--- src/rtl/cbt_pkg.sv ---
package cbt_pkg;
  localparam int PRESC_W = 6;
  localparam int SJW_W   = 2;
  localparam int TS1_W   = 4;
  localparam int TS2_W   = 3;
  localparam int PCNT_W  = PRESC_W + 2;
  localparam int QCNT_W  = TS1_W + 1;

  typedef enum logic [1:0] {
    PH_SYNC = 2'd0,
    PH_SEG1 = 2'd1,
    PH_SEG2 = 2'd2
  } phase_t;

  // system clocks per quantum: 2*(brp+1)
  function automatic logic [PCNT_W-1:0] tq_clocks(input logic [PRESC_W-1:0] brp);
    return {1'b0, brp, 1'b0} + PCNT_W'(2);
  endfunction

  // register field to length in quanta
  function automatic logic [QCNT_W-1:0] field_len(input logic [QCNT_W-1:0] f);
    return f + QCNT_W'(1);
  endfunction

  function automatic logic [QCNT_W-1:0] min_q(input logic [QCNT_W-1:0] a,
                                              input logic [QCNT_W-1:0] b);
    return (a < b) ? a : b;
  endfunction

  function automatic logic maj3(input logic a, input logic b, input logic c);
    return (a & b) | (a & c) | (b & c);
  endfunction
endpackage

--- src/rtl/cbt_prescaler.sv ---
module cbt_prescaler
  import cbt_pkg::*;
(
  input  logic               clk,
  input  logic               rst_n,
  input  logic [PRESC_W-1:0] brp,
  input  logic               restart,
  output logic               tq_tick
);
  logic [PCNT_W-1:0] pcnt;
  logic [PCNT_W-1:0] last_cnt;

  assign last_cnt = tq_clocks(brp) - PCNT_W'(1);
  assign tq_tick  = (pcnt == last_cnt);

  always_ff @(posedge clk) begin
    if (!rst_n)                  pcnt <= '0;
    else if (restart || tq_tick) pcnt <= '0;
    else                         pcnt <= pcnt + PCNT_W'(1);
  end
endmodule

--- src/rtl/cbt_edge_det.sv ---
module cbt_edge_det (
  input  logic clk,
  input  logic rst_n,
  input  logic rx_line,
  input  logic last_bit,
  output logic rx_now,
  output logic fall_ev
);
  logic rx_q, rx_d;

  always_ff @(posedge clk) begin
    if (!rst_n) begin
      rx_q <= 1'b1;
      rx_d <= 1'b1;
    end else begin
      rx_q <= rx_line;
      rx_d <= rx_q;
    end
  end

  assign rx_now  = rx_q;
  // recessive-to-dominant, counted only after a recessive sampled bit
  assign fall_ev = rx_d & ~rx_q & last_bit;
endmodule

--- src/rtl/cbt_sampler.sv ---
module cbt_sampler
  import cbt_pkg::*;
#(
  parameter int HIST_N = 2
) (
  input  logic clk,
  input  logic rst_n,
  input  logic tq_tick,
  input  logic restart,
  input  logic at_sample,
  input  logic rx_now,
  input  logic triple,
  output logic rx_bit,
  output logic sample_stb
);
  logic [HIST_N-1:0] hist;
  logic              voted;

  assign voted = triple ? maj3(hist[1], hist[0], rx_now) : rx_now;

  // line history at quantum boundaries
  genvar g;
  generate
    for (g = 0; g < HIST_N; g++) begin : g_hist
      always_ff @(posedge clk) begin
        if (!rst_n)                   hist[g] <= 1'b1;
        else if (tq_tick && !restart) hist[g] <= (g == 0) ? rx_now : hist[(g == 0) ? 0 : g-1];
      end
    end
  endgenerate

  always_ff @(posedge clk) begin
    if (!rst_n) begin
      rx_bit     <= 1'b1;
      sample_stb <= 1'b0;
    end else begin
      sample_stb <= at_sample;
      if (at_sample) rx_bit <= voted;
    end
  end
endmodule

--- src/rtl/cbt_phase_fsm.sv ---
module cbt_phase_fsm
  import cbt_pkg::*;
(
  input  logic              clk,
  input  logic              rst_n,
  input  logic              tq_tick,
  input  logic              fall_ev,
  input  logic              hsync_en,
  input  logic [TS1_W-1:0]  ts1,
  input  logic [TS2_W-1:0]  ts2,
  input  logic [SJW_W-1:0]  jw,
  output logic              restart,
  output logic              at_sample,
  output logic              neg_restart,
  output logic              bit_start_stb,
  output phase_t            phase,
  output logic [QCNT_W-1:0] qcnt
);
  logic [QCNT_W-1:0] t1, t2, sjw;
  logic [QCNT_W-1:0] ext_r, shr_r, ext_now, shr_now;
  logic [QCNT_W-1:0] seg1_len, seg2_len, e_pos, mag_neg;
  logic              done_r, do_hard, do_resync, pos_case, neg_case;
  logic              seg1_last, seg2_last;

  assign t1  = field_len(QCNT_W'(ts1));
  assign t2  = field_len(QCNT_W'(ts2));
  assign sjw = field_len(QCNT_W'(jw));

  assign e_pos   = qcnt + QCNT_W'(1);
  assign mag_neg = t2 - qcnt;

  assign do_hard     = fall_ev & hsync_en;
  assign do_resync   = fall_ev & ~hsync_en & ~done_r;
  assign pos_case    = do_resync & (phase == PH_SEG1);
  assign neg_case    = do_resync & (phase == PH_SEG2);
  assign neg_restart = neg_case & (mag_neg <= sjw);
  assign restart     = do_hard | neg_restart;

  assign ext_now  = pos_case ? min_q(e_pos, sjw) : ext_r;
  assign shr_now  = (neg_case && !neg_restart) ? sjw : shr_r;
  assign seg1_len = t1 + ext_now;
  assign seg2_len = t2 - shr_now;

  assign seg1_last = (qcnt == seg1_len - QCNT_W'(1));
  assign seg2_last = (qcnt == seg2_len - QCNT_W'(1));
  assign at_sample = tq_tick & ~restart & (phase == PH_SEG1) & seg1_last;

  always_ff @(posedge clk) begin
    if (!rst_n) begin
      phase         <= PH_SYNC;
      qcnt          <= '0;
      ext_r         <= '0;
      shr_r         <= '0;
      done_r        <= 1'b0;
      bit_start_stb <= 1'b0;
    end else if (restart) begin
      phase         <= PH_SYNC;
      qcnt          <= '0;
      ext_r         <= '0;
      shr_r         <= '0;
      done_r        <= 1'b1;
      bit_start_stb <= 1'b1;
    end else begin
      bit_start_stb <= 1'b0;
      ext_r         <= ext_now;
      shr_r         <= shr_now;
      if (do_resync) done_r <= 1'b1;
      if (tq_tick) begin
        unique case (phase)
          PH_SYNC: begin
            phase <= PH_SEG1;
            qcnt  <= '0;
          end
          PH_SEG1: begin
            if (seg1_last) begin
              phase <= PH_SEG2;
              qcnt  <= '0;
            end else begin
              qcnt <= qcnt + QCNT_W'(1);
            end
          end
          PH_SEG2: begin
            if (seg2_last) begin
              phase         <= PH_SYNC;
              qcnt          <= '0;
              ext_r         <= '0;
              shr_r         <= '0;
              done_r        <= 1'b0;
              bit_start_stb <= 1'b1;
            end else begin
              qcnt <= qcnt + QCNT_W'(1);
            end
          end
          default: begin
            phase <= PH_SYNC;
            qcnt  <= '0;
          end
        endcase
      end
    end
  end
endmodule

--- src/rtl/can_bit_timer.sv ---
module can_bit_timer
  import cbt_pkg::*;
#(
  parameter int CFG_W = 8
) (
  input  logic             clk,
  input  logic             rst_n,
  input  logic             rx_line,
  input  logic [CFG_W-1:0] cfg_timing0,
  input  logic [CFG_W-1:0] cfg_timing1,
  input  logic             hsync_en,
  output logic             rx_bit,
  output logic             sample_stb,
  output logic             bit_start_stb
);
  localparam int MODE_POS = TS1_W + TS2_W;

  logic [PRESC_W-1:0] brp;
  logic [SJW_W-1:0]   jw;
  logic [TS1_W-1:0]   ts1;
  logic [TS2_W-1:0]   ts2;
  logic               triple;

  assign brp    = cfg_timing0[PRESC_W-1:0];
  assign jw     = cfg_timing0[PRESC_W +: SJW_W];
  assign ts1    = cfg_timing1[TS1_W-1:0];
  assign ts2    = cfg_timing1[TS1_W +: TS2_W];
  assign triple = cfg_timing1[MODE_POS];

  logic              tq_tick, restart, at_sample, neg_restart;
  logic              rx_now, fall_ev;
  phase_t            phase;
  logic [QCNT_W-1:0] qcnt;

  cbt_prescaler u_presc (
    .clk(clk), .rst_n(rst_n), .brp(brp), .restart(restart), .tq_tick(tq_tick)
  );

  cbt_edge_det u_edge (
    .clk(clk), .rst_n(rst_n), .rx_line(rx_line), .last_bit(rx_bit),
    .rx_now(rx_now), .fall_ev(fall_ev)
  );

  cbt_phase_fsm u_fsm (
    .clk(clk), .rst_n(rst_n), .tq_tick(tq_tick), .fall_ev(fall_ev),
    .hsync_en(hsync_en), .ts1(ts1), .ts2(ts2), .jw(jw),
    .restart(restart), .at_sample(at_sample), .neg_restart(neg_restart),
    .bit_start_stb(bit_start_stb), .phase(phase), .qcnt(qcnt)
  );

  cbt_sampler #(.HIST_N(2)) u_samp (
    .clk(clk), .rst_n(rst_n), .tq_tick(tq_tick), .restart(restart),
    .at_sample(at_sample), .rx_now(rx_now), .triple(triple),
    .rx_bit(rx_bit), .sample_stb(sample_stb)
  );
endmodule

--- config.mk ---
export PLATFORM = sky130hd
export DESIGN_NAME = can_bit_timer
export DESIGN_NICKNAME = d
export VERILOG_FILES = /design/src/rtl/cbt_pkg.sv /design/src/rtl/cbt_prescaler.sv /design/src/rtl/cbt_edge_det.sv /design/src/rtl/cbt_sampler.sv /design/src/rtl/cbt_phase_fsm.sv /design/src/rtl/can_bit_timer.sv
export SDC_FILE = /design/constraint.sdc
export NUM_CORES = 1
export LEC_CHECK = 0
export ABC_CLOCK_PERIOD_IN_PS = 5600
export BUFFER_PORTS_ARGS = -buffer_cell sky130_fd_sc_hd__buf_2
export CAP_MARGIN = 5
export CORE_ASPECT_RATIO = 0.7
export CORE_MARGIN = 2
export CORE_UTILIZATION = 48
export DETAILED_ROUTE_END_ITERATION = 10
export GPL_TIMING_DRIVEN = 1
export PLACE_DENSITY = 0.74
export REMOVE_ABC_BUFFERS = 1
export SLEW_MARGIN = 20
export SYNTH_ARGS = -nofsm -noshare
export SYNTH_HDL_FRONTEND = slang
export SYNTH_HIERARCHICAL = 1
export SYNTH_SLANG_ARGS = --single-unit
export TNS_END_PERCENT = 5
--- constraint.sdc ---
create_clock -name clk -period 5.6 [get_ports clk]
set_clock_uncertainty 0.1 [all_clocks]
set_input_delay 1.12 -clock clk [delete_from_list [all_inputs] [get_ports clk]]
set_output_delay 1.12 -clock clk [all_outputs]
set_load 0.01 [all_outputs]
==> results of run 1 <==
through the flow:
step,cells,hold slack [ns]
4_1_cts,391,0.358
2_1_floorplan,271,0.334
5_1_grt,394,0.400
3_5_place_dp,385,0.347
6_report,394,0.355
3_3_place_gp,385,0.343
metal layers:
| metal | up-vias | part of all wire | global-route usage | wire [µm] |
|---|---|---|---|---|
| met2 | 44 | 0.43 | 0.302 | 2340 |
| met4 | 0 | 0.0096 | 0.0616 | 52 |
| li1 | 1063 | - | - | - |
| met1 | 985 | 0.52 | 0.310 | 2800 |
| met5 | - | 0 | 0 | 0 |
| met3 | 4 | 0.038 | 0.0393 | 208 |
worst max-delay path, stage by stage:
cell,delay [ns]
buf_4,0.13
buf_6,0.12
ha_4,0.15
fa_1,0.52
inv_2,0.05
ha_4,0.26
nor2b_4,0.12
o21ai_1,0.08
a32oi_2,0.21
o31ai_2,0.10
buf_4,0.16
a21oi_2,0.15
ha_2,0.20
inv_1,0.05
fa_2,0.52
xnor2_1,0.10
a2111oi_4,0.43
nand3_1,0.13
mux2_4,0.32
a211oi_4,0.29
mux2i_1,0.20
power breakdown:
group	internal (mW)	switching [mW]
Clock	0.0817	0.0859
Sequential	0.238	0.00372
Combinational	0.0563	0.0597
cells by family (layout without fill, tap and decap cells):
| kind of cell | Yosys count | after routing | synth area share |
|---|---|---|---|
| muxes | 6 | 6 | 0.0272 |
| buffers and inverters | 37 | 81 | 0.0667 |
| xor gates and xnor gates | 29 | 29 | 0.104 |
| and+or+nand+nor | 94 | 94 | 0.220 |
| DFF | 33 | 33 | 0.271 |
| adders and majority gates | 27 | 27 | 0.148 |
| AOI/OAI and AO/OA | 55 | 55 | 0.163 |
registers in the layout (all words and copies together), names as in the netlist:
name / count
u_edge/rx_now: 1
u_fsm/phase: 2
u_fsm/done_r: 1
u_edge/rx_d: 1
u_fsm/ext_r: 5
u_presc/pcnt: 8
u_fsm/qcnt: 5
u_samp/sample_stb: 1
u_samp/hist: 2
u_samp/rx_bit: 1
u_fsm/bit_start_stb: 1
u_fsm/shr_r: 5
cells in the final DEF (no fill, tap or decap), drive strengths merged, types with 13 or more instances in the layout:
cell type	synthesis	routed
a21oi	15	15
buf	7	48
dfxtp	33	33
ha	24	24
inv	27	27
nand2	21	21
nor2	13	13
o21ai	13	13
xnor2	13	13
xor2	16	16
worst paths after layout:
| path | endpoint | slack, ns | depth (start not counted) |
|---|---|---|---|
| min | u_fsm/ext_r[4] | 0.35 | 2 |
| max reg2reg | u_fsm/phase[0] | 0.99 | 18 |
| max | u_fsm/phase[0] | 0.30 | 21 |
| min reg2reg | u_fsm/ext_r[4] | 0.35 | 2 |
layout make-up:
class	instances	area, µm²
clock buffers	5	68.8
multi-input cells	211	1720
flip-flops and latches	33	661
repair buffers	48	324
inverters	27	101
well taps	69	86.3
fillers	452	1860
clock inverters	1	5.00
repair_timing:
action | CTS | global route
gates resized for setup | 0 | 25
setup buffers | 0 | 3
hold buffers | 0 | 0
endpoints found under the setup margin | 0 | 19
==> flow_summary.yaml, run 1 <==
cells_and_area:
  nNetsFinal: 373
  antenna_cells: 0
  final_area_um2: 2970
  layout-area-overhead-vs-synth_pct: 21.9
  final_layout_size_suffix_gt1_frac: 0.268
  finalCoreUtilization: 0.614
logic_synthesis:
  syn_avg_cell_area_um2: 8.67
  synth_cell_types: 56
  yosysMostFrequentCell: "dfxtp_1"
  yosysTopAreaCellShare: 0.271
  yosysWarnings: 6
  yosys_register_bits: 33
  syn-cell-area_um2: 2440
  ys_top_cells_by_area: "dfxtp_1, ha_1, xor2_1"
  synth_cells: 281
  synth_common_cells: "dfxtp_1, inv_1, ha_1"
  synth_top_area_cell: "dfxtp_1"
  synthFlopType: "dfxtp_1"
  yosysSeqAreaShare: 0.271
  async_reset_ff_frac: 0
  synth-edff-count: 0
sta:
  setup_tns_ns: 0
  slew_headroom: 0.628
  max_freq_ghz: 0.189
  drv_slew: 0
  worst_slack_ns: 0.297
  tightest_slew_ns: 0.554
  period_needed_ns: 5.30
  hold_viol_final: 0
  setup_violations: 0
  fin_crit_sh: 0.947
clock_tree:
  clock_latency_ns: 0.28
  clk_pin_slew_worst_paths_ns: 0.07
  cts.sinks: 33
  htree_levels: 2
  numCtsBuffers: 5
  cts_tree: "built"
  cts-root-buf: "clkbuf_8"
  cts_buffer_depth: 2
worst_setup_path:
  crit_start: "cfg_timing1[4]"
  worstPathArrival_ns: 5.42
  cp-start-kind: "input pin"
  end_kind: "flop"
  crit_required_ns: 5.71
  r2r_start: "u_fsm/qcnt[2]"
  worstPathMaxFanout: 5
  path_class: "in2reg"
run_status:
  status: "finished, final reports clean"
placement:
  place_congestion: 0.840
  port_buffers: 22
  dp_slack_ns: -0.256
  dpl.hpwl_mm: 4.10
  dpl_cell_area_um2: 2760
routing:
  drt_iter0_markers: 121
  ant_nets: 0
  viasPerCell: 5.32
  routedWlPerCell_um: 13.7
  drc: 0
  drt-total-wl_mm: 5.40
  vias: 2096
  first_pass_iters: 4
job:
  cap_violations: 0
die:
  fp.coreArea_um2: 4830
  rows: 21
  floorplan.die_area_um2: 5670
  io_pins: 23
  start_util: 0.504
  die_w_um: 89.2
  dieHeight_um: 63.6
global_routing:
  grt_use_total: 0.208
  grt_pass1_wl_mm: 9.24
  grt_pass1_vias: 2063
  grt-ovfl-total: 0
  grt_max_degree: 13
  grt_antenna_before_repair: 0
power_and_ir_drop:
  peakVddDrop_mv: 0.142
  leakage_nw: 1.23
  totalPowerFinal_uw: 525
  powerDensity_nw_per_um2: 177
worst_hold_path:
  holdCritPathClass: "reg2reg"
  min_from: "u_fsm/ext_r[4]"
Power figures use the tool's default switching activity.
==> inputs of run 2 (changes only) <==
--- a/config.mk
+++ b/config.mk
@@ -14,5 +14,6 @@
 export DETAILED_ROUTE_END_ITERATION = 10
 export GPL_TIMING_DRIVEN = 1
-export PLACE_DENSITY = 0.74
+export PLACE_DENSITY = 0.73
+export RECOVER_POWER = 25
 export REMOVE_ABC_BUFFERS = 1
 export SLEW_MARGIN = 20
==> constraint.sdc (replaced) <==
create_clock -name clk -period 5.6 [get_ports clk]
set_clock_uncertainty 0.1 [all_clocks]
set_input_delay 1.12 -clock clk [delete_from_list [all_inputs] [get_ports clk]]
set_output_delay 1.12 -clock clk [all_outputs]
set_load 0.02 [all_outputs]
==> flow_summary.yaml, run 2 (synthesis gave the netlist of run 1 again) <==
worst_setup_path:
  rrSetupSlack_ns: 0.90
  worstReg2RegEnd: "u_fsm/phase[0]"
  path_class: "in2reg"
  worstPathMaxFanout: 5
  worstPathArrival_ns: 5.54
  rr_worst_depth: 18
  crit_required_ns: 5.73
  cp-start-kind: "input pin"
  end_kind: "flop"
  crit_start: "cfg_timing1[4]"
  r2r_start: "u_fsm/qcnt[1]"
sta:
  worst_slack_ns: 0.187
  whs_ns: 0.356
  tightest_slew_ns: 0.527
  period_needed_ns: 5.41
  setup_tns_ns: 0
  setup_violations: 0
  slew_headroom: 0.647
  hold_viol_final: 0
  max_freq_ghz: 0.185
  drv_slew: 0
  fin_crit_sh: 0.967
worst_hold_path:
  min_from: "u_fsm/ext_r[4]"
  holdCritPathClass: "reg2reg"
  min_delay_path_depth: 2
  hold_path_end: "u_fsm/ext_r[4]"
routing:
  first_pass_iters: 4
  drt-total-wl_mm: 5.50
  routedWlPerCell_um: 13.9
  drt_iter0_markers: 115
  wl_met1_mm: 2.86
  drc: 0
  viasPerCell: 5.36
  ant_nets: 0
  vias: 2123
  top_layer: "met4"
  wl_met3_um: 202
  dr_wl_met2_mm: 2.39
global_routing:
  grt-ovfl-total: 0
  grt_pass1_vias: 2000
  grt_max_degree: 13
  grt_pass1_wl_mm: 9.08
  grt_use_total: 0.205
  grt_antenna_before_repair: 0
placement:
  dpl.hpwl_mm: 4.03
  port_buffers: 22
  dp_slack_ns: -0.323
  place_congestion: 0.839
  dp_cells: 385
cells_and_area:
  final_layout_size_suffix_gt1_frac: 0.239
  regMostFlops: "u_presc/pcnt"
  mostFrequentLayoutCells: "dfxtp_1, inv_1, buf_4, nand2_1, ha_1"
  largest_register_ffs: 8
  layout-area-overhead-vs-synth_pct: 22.1
  nNetsFinal: 373
  fillerInstances: 427
  antenna_cells: 0
  final_common_cell: "dfxtp_1"
  layout.cells.non_filler: 396
clock_tree:
  hold_buffers: 0
  cts-root-buf: "clkbuf_8"
  cts_buffer_depth: 2
  htree_levels: 2
  cts.sinks: 33
  clock_latency_ns: 0.29
  numCtsBuffers: 5
  clk_pin_slew_worst_paths_ns: 0.08
  cts_tree: "built"
die:
  floorplan.die_area_um2: 5670
  die_w_um: 89.2
  dieHeight_um: 63.6
  rows: 21
  fp.coreArea_um2: 4830
  start_util: 0.504
  io_pins: 23
power_and_ir_drop:
  internal_power_uw: 422
  swShare: 0.281
  leakage_nw: 1.21
  totalPowerFinal_uw: 587
  peakVddDrop_mv: 0.144
  powerDensity_nw_per_um2: 197
  power_switching_uw: 165
  seqPwrFrac: 0.411
  clkPwrFrac: 0.400
  power_frac_comb: 0.189
run_status:
  status: "finished, final reports clean"
job:
  cap_violations: 0
## run 2: layout make-up
| cell class | instances | area [µm²] | share of cell area |
|---|---|---|---|
| Inverter | 27 | 101 | 0.0340 |
| Tap cell | 69 | 86.3 | 0.0290 |
| Clock buffer | 5 | 68.8 | 0.0231 |
| Multi-Input combinational cell | 211 | 1700 | 0.571 |
| Clock inverter | 3 | 46.3 | 0.0156 |
| Sequential cell | 33 | 661 | 0.222 |
| Timing Repair Buffer | 48 | 313 | 0.105 |
## run 2: worst max-delay path by stage
stage,endpoint,depth (start not counted)
finish,u_fsm/phase[0],21
global route,u_fsm/phase[0],21
floorplan,u_fsm/done_r,21
global placement,u_fsm/done_r,23
CTS,u_fsm/phase[1],23
detailed placement,u_fsm/phase[1],23
## run 2: power groups by stage
stage	combinational [mW]	clock (mW)	sequential [mW]
final	0.111	0.235	0.241
after floorplan	0.0639	0	0.246
after global placement	0.0970	0	0.247
after global routing	0.122	0.249	0.242
after detailed placement	0.0985	0	0.247
after CTS	0.101	0.238	0.241
## run 2: stage by stage
step / instance area (µm²) / utilization
6_report: 2980 / 0.616
5_1_grt: 2980 / 0.616
4_1_cts: 2880 / 0.596
3_5_place_dp: 2760 / 0.570
3_3_place_gp: 2760 / 0.570
2_1_floorplan: 2380 / -
## run 2: critical path, cell delays in order
cell,delay (ns)
buf_2,0.13
ha_4,0.26
inv_1,0.06
fa_1,0.50
inv_1,0.07
ha_4,0.24
nor2b_1,0.12
o21ai_1,0.17
a32oi_2,0.11
o31ai_4,0.32
nor2_2,0.07
a21oi_2,0.15
ha_2,0.21
inv_1,0.05
fa_2,0.52
xnor2_1,0.09
a2111oi_4,0.44
nand3_1,0.12
mux2_4,0.32
a211oi_4,0.28
mux2i_1,0.19
## run 2: what timing repair did
action	4_1_cts	5_1_grt
gates resized for setup	2	15
endpoints found under the setup margin	7	19
setup buffers	0	3
pin swaps	0	8
## run 2: per-layer routing
metal | vias up | global-route usage
li1 | 1065 | -
met1 | 1019 | 0.307
met2 | 35 | 0.297
met3 | 4 | 0.0393
met4 | 0 | 0.0541
met5 | - | 0
==> inputs of run 3 (changes only) <==
Settings changed: CORE_MARGIN 2 to 4, SYNTH_HIERARCHICAL 1 to default.
==> flow_summary.yaml, run 3 <==
logic_synthesis:
  yosysSeqAreaShare: 0.276
  synth-edff-count: 0
  async_reset_ff_frac: 0
  ys_top_cells_by_area: "dfxtp_1, ha_1, xor2_1"
  synth_cell_types: 48
  yosysTopAreaCellShare: 0.276
  yosysWarnings: 0
  synth_common_cells: "dfxtp_1, nor2_1, inv_1"
  yosysMostFrequentCell: "dfxtp_1"
  synthFlopType: "dfxtp_1"
  syn_avg_cell_area_um2: 8.77
  syn-cell-area_um2: 2390
  synth_top_area_cell: "dfxtp_1"
  yosys_register_bits: 33
  synth_cells: 273
die:
  start_util: 0.498
  floorplan.die_area_um2: 6200
  die_w_um: 92.4
  dieHeight_um: 67.1
  rows: 21
  io_pins: 23
  fp.coreArea_um2: 4810
placement:
  dpl.hpwl_mm: 3.96
  place_congestion: 0.905
  dp_cells: 367
  port_buffers: 22
clock_tree:
  htree_levels: 2
  post_cts_buffers: 0
  numCtsBuffers: 5
  cts.sinks: 33
  clk_pin_slew_worst_paths_ns: 0.06
  cts_tree: "built"
  cts_buffer_depth: 2
  clock_latency_ns: 0.28
  cts-root-buf: "clkbuf_8"
  hold_buffers: 0
worst_setup_path:
  rrSetupSlack_ns: 0.86
  path_class: "in2reg"
  worstPathMaxFanout: 10
  cp-start-kind: "input pin"
  crit_required_ns: 5.66
  end_kind: "flop"
  worstPathArrival_ns: 5.41
power_and_ir_drop:
  peakVddDrop_mv: 0.130
  leakage_nw: 1.21
  powerDensity_nw_per_um2: 185
global_routing:
  grt_pass1_vias: 1833
  grt_use_total: 0.174
  grt_max_degree: 11
  grt-ovfl-total: 0
  grt_pass1_wl_mm: 8.48
  grt_antenna_before_repair: 0
cells_and_area:
  nNetsFinal: 352
  regMostFlops: "u_presc.pcnt"
  antenna_cells: 0
  mostFrequentLayoutCells: "dfxtp_1, nor2_1, inv_1, ha_1, nand2_1"
  largest_register_ffs: 8
  layout-area-overhead-vs-synth_pct: 15.2
  layout.cells.non_filler: 375
  final_layout_size_suffix_gt1_frac: 0.170
  final_common_cell: "dfxtp_1"
routing:
  drt_iter0_markers: 104
  routedWlPerCell_um: 13.4
  first_pass_iters: 4
  ant_nets: 0
  drt-total-wl_mm: 5.03
  drc: 0
  viasPerCell: 5.10
  vias: 1911
sta:
  rsz0062_at_grt: "false"
  max_freq_ghz: 0.187
  drv_slew: 0
  slew_headroom: 0.542
  period_needed_ns: 5.35
  fin_crit_sh: 0.955
  whs_ns: 0.350
  setup_violations: 0
  hold_viol_final: 0
  tightest_slew_ns: 0.680
run_status:
  status: "finished, final reports clean"
worst_hold_path:
  holdCritPathClass: "reg2reg"
job:
  cap_violations: 0
==> run 3: stage by stage <==
step | setup WS, ns | area (µm²) | utilization | total power, mW | TNS, ns
detailed placement | -0.160 | 2650 | 0.551 | 0.339 | -1.12
global placement | -0.0388 | 2650 | 0.551 | 0.337 | -0.142
finish | 0.255 | 2760 | 0.574 | 0.510 | 0
global route | 0.000179 | 2760 | 0.574 | 0.538 | 0
CTS | 0.0893 | 2730 | 0.568 | 0.512 | 0
floorplan | -0.0504 | 2360 | - | 0.308 | -0.175
==> run 3: cell families (layout without fill, tap and decap cells) <==
logic type / Yosys count / after routing / share of synthesized area
AOI/OAI and AO/OA: 41 / 41 / 0.143
adders and majority gates: 27 / 27 / 0.150
buffers and inverters: 32 / 65 / 0.0522
DFF: 33 / 33 / 0.276
and+or+nand+nor: 99 / 99 / 0.218
muxes: 7 / 7 / 0.0298
xor gates and xnor gates: 34 / 34 / 0.130
==> run 3: report_power, final <==
group	switching (mW)	internal, mW
registers	0.00364	0.238
clock network	0.0863	0.0861
logic	0.0511	0.0449
==> run 3: worst max-delay path, stage by stage <==
cell      delay (ns)
clkbuf_1        0.10
ha_1            0.30
inv_1           0.07
fa_1            0.50
inv_1           0.05
ha_1            0.29
nor2b_1         0.13
o21ai_1         0.12
a32oi_1         0.12
o31ai_4         0.30
buf_4           0.23
nor2_1          0.05
a21oi_1         0.19
ha_1            0.31
a21o_1          0.20
a21oi_1         0.23
xnor2_2         0.15
buf_4           0.16
xnor2_1         0.33
a41o_1          0.28
buf_12          0.14
nor2_1          0.04
==> run 3: area by class of cell <==
| cell class | instances | area [µm²] |
|---|---|---|
| Multi-Input combinational cell | 208 | 1640 |
| Fill cell | 436 | 2050 |
| Tap cell | 69 | 86.3 |
| Clock inverter | 2 | 10.0 |
| Inverter | 25 | 93.8 |
| Sequential cell | 33 | 661 |
| Clock buffer | 6 | 72.6 |
| Timing Repair Buffer | 32 | 191 |
==> run 3: path summary, 6_finish.rpt <==
kind	start	endpoint	cells past startpoint
min reg2reg	u_fsm.ext_r[3]	u_fsm.ext_r[3]	2
max	cfg_timing1[4]	u_fsm.ext_r[1]	22
max reg2reg	u_fsm.qcnt[0]	u_fsm.ext_r[1]	20
min	u_fsm.ext_r[3]	u_fsm.ext_r[3]	2
==> run 3: what timing repair did <==
item | CTS | global route
gates resized for setup | 0 | 10
endpoints found under the hold margin | 0 | 0
setup endpoints to repair | 0 | 18
==> run 3: routing by layer <==
metal  part of all wire  vias up  track usage
met2               0.42       33        0.265
met1               0.52      869        0.245
li1                   -     1001            -
met3              0.045        8       0.0395
met4              0.012        0       0.0537
met5                  0        -            0
